<file path="config.mk">
export PLATFORM = sky130hd
export DESIGN_NAME = tx_desc_ring
export DESIGN_NICKNAME = d
export VERILOG_FILES = /design/src/rtl/tx_desc_ring_pkg.sv /design/src/rtl/tx_desc_ring_ctl.sv /design/src/rtl/tx_desc_ring_dp.sv /design/src/rtl/tx_desc_ring.sv
export SDC_FILE = /design/constraint.sdc
export NUM_CORES = 2
export LEC_CHECK = 0
export BUFFER_PORTS_ARGS = -buffer_cell sky130_fd_sc_hd__buf_2
export CORE_MARGIN = 2
export CORE_UTILIZATION = 55
export DETAILED_ROUTE_END_ITERATION = 7
export PLACE_DENSITY = 0.72
export SLEW_MARGIN = 30
export SYNTH_ARGS = -nofsm -noshare
export SYNTH_HDL_FRONTEND = slang
export SYNTH_SLANG_ARGS = --single-unit
</file>
<file path="constraint.sdc">
create_clock -name clk -period 5.7 [get_ports clk]
set_input_delay 0.285 -clock clk [delete_from_list [all_inputs] [get_ports clk]]
set_output_delay 0.285 -clock clk [all_outputs]
set_load 0.005 [all_outputs]
</file>
<file path="src/rtl/tx_desc_ring_pkg.sv">
package tx_desc_ring_pkg;
  localparam int WORD_W     = 32;
  localparam int OWN_BIT    = 31;
  localparam int INTEN_BIT  = 23;
  localparam int FIRST_BIT  = 17;
  localparam int LAST_BIT   = 16;
  localparam int ERRSUM_BIT = 15;
  localparam int LEN_LSB    = 16;
  localparam int STAT_W     = 3;
  localparam int NUM_CAUSE  = 3;
  localparam int CAUSE_DONE = 0;
  localparam int CAUSE_QEND = 1;
  localparam int CAUSE_ERR  = 2;

  typedef enum logic [1:0] {ST_IDLE, ST_FETCH, ST_REQ, ST_WB} ringState_t;

  typedef struct packed {
    logic latchReq;
    logic latchStat;
    logic badFrame;
    logic writeBack;
    logic setQueueEnd;
    logic ptrWrOk;
  } ringStrobe_t;
endpackage

</file>
<file path="src/rtl/tx_desc_ring_ctl.sv">
module tx_desc_ring_ctl
  import tx_desc_ring_pkg::*;
(
  input  logic        clk,
  input  logic        rstN,
  input  logic        startCmd,
  input  logic        abortCmd,
  input  logic        txDone,
  input  logic        descOwned,
  input  logic        descWellFormed,
  output ringStrobe_t strobe,
  output logic        running,
  output logic        abortBusy,
  output logic        txReqValid
);
  ringState_t state, nextState;

  always_comb begin
    strobe = '0;
    nextState = state;
    strobe.ptrWrOk = (state == ST_IDLE);
    if (abortCmd) begin
      nextState = ST_IDLE;
    end else begin
      case (state)
        ST_IDLE:  if (startCmd) nextState = ST_FETCH;
        ST_FETCH: begin
          if (!descOwned) begin
            strobe.setQueueEnd = 1'b1;
            nextState = ST_IDLE;
          end else if (!descWellFormed) begin
            strobe.badFrame = 1'b1;
            nextState = ST_WB;
          end else begin
            strobe.latchReq = 1'b1;
            nextState = ST_REQ;
          end
        end
        ST_REQ: if (txDone) begin
          strobe.latchStat = 1'b1;
          nextState = ST_WB;
        end
        ST_WB: begin
          strobe.writeBack = 1'b1;
          nextState = ST_FETCH;
        end
        default: nextState = ST_IDLE;
      endcase
    end
  end

  always_ff @(posedge clk) begin
    if (!rstN) begin
      state     <= ST_IDLE;
      abortBusy <= 1'b0;
    end else begin
      state     <= nextState;
      abortBusy <= abortCmd;
    end
  end

  assign running    = (state != ST_IDLE);
  assign txReqValid = (state == ST_REQ);
endmodule

</file>
<file path="src/rtl/tx_desc_ring_dp.sv">
module tx_desc_ring_dp
  import tx_desc_ring_pkg::*;
#(
  parameter int DESC_COUNT = 8,
  parameter int LEN_W      = 16,
  localparam int DIDX_W    = $clog2(DESC_COUNT),
  localparam int WIDX_W    = DIDX_W + 2,
  localparam int PTR_W     = WIDX_W + 2,
  localparam int WORDS     = DESC_COUNT * 4
) (
  input  logic              clk,
  input  logic              rstN,
  input  logic              hostWrEn,
  input  logic [WIDX_W-1:0] hostWrAddr,
  input  logic [WORD_W-1:0] hostWrData,
  input  logic [WIDX_W-1:0] hostRdAddr,
  output logic [WORD_W-1:0] hostRdData,
  input  logic              ptrWrEn,
  input  logic [PTR_W-1:0]  ptrWrData,
  output logic [PTR_W-1:0]  curPtr,
  input  ringStrobe_t       strobe,
  output logic              descOwned,
  output logic              descWellFormed,
  output logic [WORD_W-1:0] txReqAddr,
  output logic [LEN_W-1:0]  txReqLen,
  input  logic [STAT_W-1:0] txDoneStatus,
  input  logic [NUM_CAUSE-1:0] causeClr,
  input  logic [NUM_CAUSE-1:0] intMask,
  output logic [NUM_CAUSE-1:0] cause,
  output logic              intSummary
);
  logic [WORD_W-1:0] mem [WORDS];
  logic [DIDX_W-1:0] curIdx;
  logic [STAT_W-1:0] statReg;
  logic              badReg;
  logic [WORD_W-1:0] cmdWord, cntWord, bufWord, linkWord, wbWord;
  logic              wbErr;
  logic [NUM_CAUSE-1:0] causeSet;
  logic              unusedBits;

  assign cmdWord  = mem[{curIdx, 2'd0}];
  assign cntWord  = mem[{curIdx, 2'd1}];
  assign bufWord  = mem[{curIdx, 2'd2}];
  assign linkWord = mem[{curIdx, 2'd3}];
  assign hostRdData = mem[hostRdAddr];
  assign curPtr = {curIdx, 4'd0};

  assign descOwned      = cmdWord[OWN_BIT];
  assign descWellFormed = cmdWord[FIRST_BIT] & cmdWord[LAST_BIT];

  assign wbErr = (|statReg) | badReg;
  always_comb begin
    wbWord = cmdWord;
    wbWord[OWN_BIT] = 1'b0;
    wbWord[STAT_W-1:0] = statReg;
    wbWord[ERRSUM_BIT] = wbErr;
  end

  always_ff @(posedge clk) begin
    if (!rstN) begin
      for (int i = 0; i < WORDS; i++) mem[i] <= '0;
    end else begin
      if (hostWrEn) mem[hostWrAddr] <= hostWrData;
      if (strobe.writeBack) mem[{curIdx, 2'd0}] <= wbWord;
    end
  end

  always_ff @(posedge clk) begin
    if (!rstN) begin
      curIdx    <= '0;
      statReg   <= '0;
      badReg    <= 1'b0;
      txReqAddr <= '0;
      txReqLen  <= '0;
    end else begin
      if (strobe.writeBack) curIdx <= linkWord[4 +: DIDX_W];
      else if (ptrWrEn && strobe.ptrWrOk) curIdx <= ptrWrData[PTR_W-1:4];
      if (strobe.latchReq) begin
        txReqAddr <= bufWord;
        txReqLen  <= cntWord[LEN_LSB +: LEN_W];
      end
      if (strobe.latchStat) begin
        statReg <= txDoneStatus;
        badReg  <= 1'b0;
      end else if (strobe.badFrame) begin
        statReg <= '0;
        badReg  <= 1'b1;
      end
    end
  end

  always_comb begin
    causeSet = '0;
    causeSet[CAUSE_DONE] = strobe.writeBack & cmdWord[INTEN_BIT];
    causeSet[CAUSE_QEND] = strobe.setQueueEnd;
    causeSet[CAUSE_ERR]  = strobe.writeBack & wbErr;
  end

  for (genvar c = 0; c < NUM_CAUSE; c++) begin : g_cause
    always_ff @(posedge clk) begin
      if (!rstN) cause[c] <= 1'b0;
      else cause[c] <= causeSet[c] | (cause[c] & ~causeClr[c]);
    end
  end

  assign intSummary = |(cause & intMask);
  assign unusedBits = ^{cntWord[LEN_LSB-1:0], linkWord, ptrWrData[3:0]};
endmodule

</file>
<file path="src/rtl/tx_desc_ring.sv">
module tx_desc_ring
  import tx_desc_ring_pkg::*;
#(
  parameter int DESC_COUNT = 8,
  parameter int LEN_W      = 16,
  localparam int WIDX_W    = $clog2(DESC_COUNT) + 2,
  localparam int PTR_W     = WIDX_W + 2
) (
  input  logic              clk,
  input  logic              rstN,
  input  logic              hostWrEn,
  input  logic [WIDX_W-1:0] hostWrAddr,
  input  logic [31:0]       hostWrData,
  input  logic [WIDX_W-1:0] hostRdAddr,
  output logic [31:0]       hostRdData,
  input  logic              ptrWrEn,
  input  logic [PTR_W-1:0]  ptrWrData,
  output logic [PTR_W-1:0]  curPtr,
  input  logic              startCmd,
  input  logic              abortCmd,
  output logic              abortBusy,
  output logic              running,
  output logic              txReqValid,
  output logic [31:0]       txReqAddr,
  output logic [LEN_W-1:0]  txReqLen,
  input  logic              txDone,
  input  logic [2:0]        txDoneStatus,
  input  logic [2:0]        causeClr,
  input  logic [2:0]        intMask,
  output logic [2:0]        cause,
  output logic              intSummary
);
  ringStrobe_t strobe;
  logic descOwned, descWellFormed;

  tx_desc_ring_ctl u_ctl (
    .clk, .rstN, .startCmd, .abortCmd, .txDone,
    .descOwned, .descWellFormed, .strobe,
    .running, .abortBusy, .txReqValid
  );

  tx_desc_ring_dp #(.DESC_COUNT(DESC_COUNT), .LEN_W(LEN_W)) u_dp (
    .clk, .rstN, .hostWrEn, .hostWrAddr, .hostWrData,
    .hostRdAddr, .hostRdData, .ptrWrEn, .ptrWrData, .curPtr,
    .strobe, .descOwned, .descWellFormed, .txReqAddr, .txReqLen,
    .txDoneStatus, .causeClr, .intMask, .cause, .intSummary
  );
endmodule

</file>
# Word-level counts from Yosys, hierarchy flattened
# Memory sizes are Yosys's and may differ from the RTL's. A register that Yosys moved wholly into a read port is not among the register bits.
# Index checks and enable logic that the tools add are counted.
[classes]
n_eq_ne = 5
mux = 38
n_bitwise = 15
n_reduce_logical = 14
[ops]
columns = ["op", "n"]
rows = [
  ["two-way mux 32 bit", 2],
  ["OR reduction 32 bit", 2],
  ["two-way mux 5 bit", 7],
  ["two-way mux 1 bit", 21],
  ["two-way mux 3 bit", 4],
  ["case mux 2 bit (4 select lines)", 1],
  ["AND 1 bit", 6],
  ["two-way mux 2 bit", 3],
  ["nonzero test 2 bit", 3],
  ["OR reduction 3 bit", 2],
  ["equality test 2 bit, second input constant", 2],
  ["inverter 1 bit", 4],
  ["OR 1 bit", 4],
  ["OR reduction 2 bit", 2],
  ["AND 3 bit", 1],
  ["equality test 2 x 1 -> 1 bit, second input constant", 1],
  ["logical NOT 1 bit", 2],
  ["logical NOT 2 bit", 1],
  ["inequality test 2 x 1 -> 1 bit, second input constant", 1],
  ["inequality test 2 bit, second input constant", 1],
  ["AND reduction 2 bit", 1],
  ["logical AND 1 bit", 1],
]
[totals]
regBits = 13
mem_bits_rw = 1024
inputBits = 65
output_inout_bits = 94
wordCells = 81
mem_count = 1
[memory_table]
columns = ["memory", "depth", "word_bits", "read_ports", "rd_clocked_by_memory_dff", "wr", "line_no", "text"]
rows = [
  ["u_dp.mem", 32, 32, 5, 4, 32, "tx_desc_ring_dp.sv:32", "logic [WORD_W-1:0] mem [WORDS];"],
]

# Logic depth before layout (Yosys ltp)
[depth]
ltp_word = 10
mapped_depth = 8
depth_no_buf = 6

# Hierarchy
# A second synthesis with hierarchy kept.
[unflattened]
hier_cells = 4096
hier_area_um2 = 55446.9
[modules_own_cells]
columns = ["mod", "n_inst", "cells_per_inst", "area_per_inst_um2", "seq_area_each_um2"]
rows = [
  ["tx_desc_ring_dp", 1, 4066, 55191.7, 31890.6],
  ["tx_desc_ring_ctl", 1, 30, 255.2, 60.1],
]

# Least setup slack after synthesis
# OpenSTA, ideal clock, no wires.
[synth_path]
kind = "input to register"
start = "input rstN"
end = "memory u_dp.mem[13][0], enable pin"
setup_time_ps = 466
arrival_time_ps = 3295
required_ps = 5234
path_slack_ps = 1939
cell_stages = 4
path_buffers = 2
cell_sequence = "clkbuf_1 nand4b_1 clkbuf_1 o21ai_0"
[synth_lines]
columns = ["item", "line_no", "text"]
rows = [
  ["from (decl)", "tx_desc_ring.sv:10", "input logic rstN,"],
  ["to (decl)", "tx_desc_ring_dp.sv:32", ""],
]

==> insert_results.sql <==
INSERT INTO impl_metrics (metric_group, metric, value, unit) VALUES
('sta', 'final.setup_skew', '0.0269', 'ns'),
('detailed_routing', 'initialDrtViolationCount', '6795', ''),
('global_routing', 'grt_pass1_wl', '266', 'mm'),
('cells_and_area', 'syn_to_final_growth', '11.7', '%'),
('synthesis', 'postSynth.asyncResetShare', '0', ''),
('detailed_routing', 'avgViaCountPerCell', '7.49', ''),
('synthesis', 'seq_area_frac_synth', '0.589', ''),
('sta', 'rsz0062_at_grt', 'no', ''),
('clock_network', 'clock_insertion_delay_worst_skew', '0.71', 'ns'),
('die', 'die_h', '318', 'µm'),
('placed_design', 'routabilityCongestion', '0.923', ''),
('sta', 'finalCriticalPeriod', '3.44', 'ns'),
('clock_network', 'cts_resized', '0', ''),
('global_routing', 'maximum_number_of_pins_on_one_net_before_global_route_repair', '101', ''),
('synthesis', 'ys_top_cells_by_area', 'edfxtp_1 (56%), mux4_2 (20%), and2_1 (8.9%)', ''),
('clock_network', 'ctsHtreeMaxLevel', '3', ''),
('worst_setup_path', 'setup.worst_path.end_class', 'flop', ''),
('status', 'status', 'complete, but fails checks', ''),
('clock_network', 'cts-buffers-inserted', '110', ''),
('sta', 'finalSetupTns', '0', 'ns'),
('die', 'design.core.area', '98000', 'µm²'),
('worst_setup_path', 'critPathRequiredTime', '6.06', 'ns'),
('placed_design', 'placement.io_buffers', '150', ''),
('detailed_routing', 'dr.pass1.iters', '8', ''),
('synthesis', 'yosys.area.top_type_share', '0.563', ''),
('detailed_routing', 'avgRoutedWirePerCell', '40.1', 'µm'),
('synthesis', 'synth-compound-area-share', '0.0549', ''),
('worst_setup_path', 'crit_chain', 'ha_1 > nor2b_1 > buf_4 > nand2_1 > nor2_1 > nand2_4 > nand3_2 > buf_4', ''),
('worst_hold_path', 'hold_path_depth', '3', ''),
('worst_setup_path', 'path_depth', '8', ''),
('cells_and_area', 'post_route_cells_drive_above_1_share', '0.290', ''),
('synthesis', 'count_of_different_cell_masters_after_synthesis', '42', ''),
('cells_and_area', 'final_net_count', '3477', ''),
('worst_setup_path', 'timing.critical_path.from_type', 'flop', ''),
('placed_design', 'detailed_place_hpwl', '112', 'mm'),
('worst_setup_path', 'critical_path_class', 'flop to flop', ''),
('clock_network', 'max-clock-path-buffers', '3', ''),
('synthesis', 'synth.avg_cell_area', '16.0', 'µm²'),
('die', 'pin_count', '159', ''),
('die', 'floorplan.initialDensity', '0.553', ''),
('synthesis', 'count_of_flip_flops_with_a_built_in_enable_after_synthesis', '1016', ''),
('sta', 'final_max_slew_viol_count', '0', ''),
('status', 'violations_in_the_final_reports', 'DRC, hold timing', ''),
('worst_setup_path', 'highest_net_fanout_along_the_worst_path', '29', ''),
('worst_setup_path', 'worstPathArrival', '3.80', 'ns'),
('worst_setup_path', 'cp.buffers_inverters', '2', ''),
('worst_setup_path', 'worst_path_dominant_cell_family', 'simple AND/OR/NAND/NOR gates', ''),
('global_routing', 'grt_pass1_vias', '35500', ''),
('synthesis', 'synth-warning-count', '0', ''),
('synthesis', 'flop_and_latch_count_out_of_synthesis', '1088', ''),
('sta', 'slew_headroom', '0.285', ''),
('run', 'max_cap_viol_count', '0', ''),
('clock_network', 'cts_root_buf', 'clkbuf_16', ''),
('power_and_ir_drop', 'worst_ir_drop_vdd', '0.237', 'mV'),
('synthesis', 'synth_cells', '3394', ''),
('die', 'num_rows', '115', ''),
('sta', 'worst_pin_slew', '1.07', 'ns'),
('die', 'die-area', '101000', 'µm²'),
('detailed_routing', 'routed_wl', '192', 'mm'),
('sta', 'worst_hold_slack', '-0.0230', 'ns'),
('synthesis', 'yosys.area_share.simple', '0.106', ''),
('power_and_ir_drop', 'power_per_cell_area', '304', 'nW/µm²'),
('worst_setup_path', 'slowest_delay', '0.68', 'ns'),
('synthesis', 'yosys.area_share.adder', '0.000923', ''),
('detailed_routing', 'detail-route-antenna-nets', '0', ''),
('detailed_routing', 'route.detailed.drc', '4', ''),
('synthesis', 'post_synth_mux_area_share', '0.220', ''),
('global_routing', 'groute.usage.overall', '0.378', ''),
('sta', 'hold_viol_final', '1', ''),
('synthesis', 'ys_dominant_reg_cell', 'edfxtp_1', ''),
('synthesis', 'synthDominantAreaCellType', 'edfxtp_1', '');
==> path summary, 6_finish.rpt <==
check | slack [ns] | from | endpoint
max | 2.26 | u_ctl.state[0] | u_dp.mem[4][13]
min | -0.02 | causeClr[2] | u_dp.cause[2]
max reg2reg | 2.26 | u_ctl.state[0] | u_dp.mem[4][13]
min reg2reg | 0.49 | u_dp.txReqAddr[0] | u_dp.txReqAddr[0]
==> metrics by stage <==
stage | hold WS, ns | worst slack (ns) | power [mW] | instance area [µm²] | instances
6_report | -0.0230 | 2.26 | 18.4 | 60500 | 4796
5_1_grt | 0.0145 | 2.28 | 18.8 | 60500 | 4783
4_1_cts | 0.000827 | 2.38 | 18.3 | 60300 | 4776
3_5_place_dp | 0.482 | 2.08 | 11.4 | 56900 | 4575
3_3_place_gp | 0.473 | 2.13 | 11.3 | 56600 | 4563
2_1_floorplan | 0.433 | 1.94 | 10.6 | 54200 | 3397
==> routing by layer <==
| layer | routed length [µm] | vias up | track usage |
|---|---|---|---|
| met1 | 65000 | 18200 | 0.501 |
| li1 | - | 13300 | - |
| met4 | 10800 | 12 | 0.185 |
| met2 | 83300 | 3719 | 0.549 |
| met5 | 272 | - | 0.0241 |
| met3 | 32800 | 699 | 0.146 |
==> power by group <==
| group | total [mW] | internal, mW | switching (mW) |
|---|---|---|---|
| combinational | 1.92 | 0.816 | 1.11 |
| clock | 7.10 | 4.00 | 3.10 |
| sequential | 9.40 | 9.13 | 0.267 |
| total | 18.4 | 14.0 | 4.47 |
==> flip-flops by register name, summed over array words and instances, names as in the netlist, 2 cells and up, named ones only <==
signal	count
u_ctl.state	2
u_dp.txReqLen	16
u_dp.txReqAddr	32
u_dp.curIdx	3
u_dp.cause	3
u_dp.statReg	3
u_dp.mem	1024
==> worst min-delay path: cells and delay by family <==
family | cells | cell delay (ns)
compound gates | 1 | 0.07
buf+inv | 1 | 0.12
simple gates | 1 | 0.15
==> cell type report <==
class	count	area (µm²)
Inverter	8	30.0
Timing Repair Buffer	275	2120
Fill cell	6922	37500
Multi-Input combinational cell	1925	21300
Sequential cell	1088	32000
Tap cell	1287	1610
Clock buffer	157	3080
Clock inverter	41	347
Antenna cell	15	37.5
==> placed cells by master (no fill, tap or decap), types with 4 or more instances in the layout <==
| master | netlist | layout |
|---|---|---|
| edfxtp_1 | 1016 | 1016 |
| and2_1 | 774 | 774 |
| mux4_2 | 476 | 476 |
| o2bb2ai_1 | 224 | 224 |
| buf_2 | 55 | 145 |
| clkbuf_16 | 0 | 113 |
| buf_4 | 9 | 99 |
| mux2i_1 | 80 | 79 |
| nand2_1 | 81 | 75 |
| dfxtp_1 | 72 | 66 |
| o211a_1 | 48 | 48 |
| clkbuf_1 | 298 | 35 |
| mux2_2 | 34 | 34 |
| nor2_4 | 0 | 32 |
| nand3_1 | 39 | 29 |
| a22o_1 | 28 | 28 |
| o21ai_4 | 0 | 24 |
| clkinv_1 | 0 | 17 |
| diode_2 | 0 | 15 |
| nor2_1 | 47 | 15 |
| clkinv_2 | 0 | 14 |
| buf_16 | 0 | 14 |
| nand3_2 | 0 | 9 |
| a21oi_1 | 9 | 9 |
| clkbuf_8 | 0 | 9 |
| and3_1 | 8 | 8 |
| inv_1 | 8 | 8 |
| buf_12 | 0 | 7 |
| bufinv_16 | 0 | 6 |
| nor2b_1 | 5 | 5 |
| nand2b_1 | 5 | 5 |
| o21ai_0 | 29 | 5 |
| dfxtp_4 | 0 | 5 |
| nand3b_1 | 4 | 4 |
| nand2_2 | 0 | 4 |
| o22ai_1 | 4 | 4 |
| ha_1 | 4 | 4 |
| conb_1 | 1 | 4 |
| buf_8 | 0 | 4 |
==> cell families after synthesis <==
| group | after synthesis |
|---|---|
| flops | 1088 |
| buf+inv | 384 |
| compound gates | 348 |
| other cells | 1 |
| fa+ha+maj | 4 |
| simple gates | 979 |
| mux | 590 |
==> timing repair <==
item,4_1_cts,5_1_grt
hold buffers,3,0
endpoints found under the hold margin,3,0
buffers inserted,0,0
(Power assumes the default switching activity.)
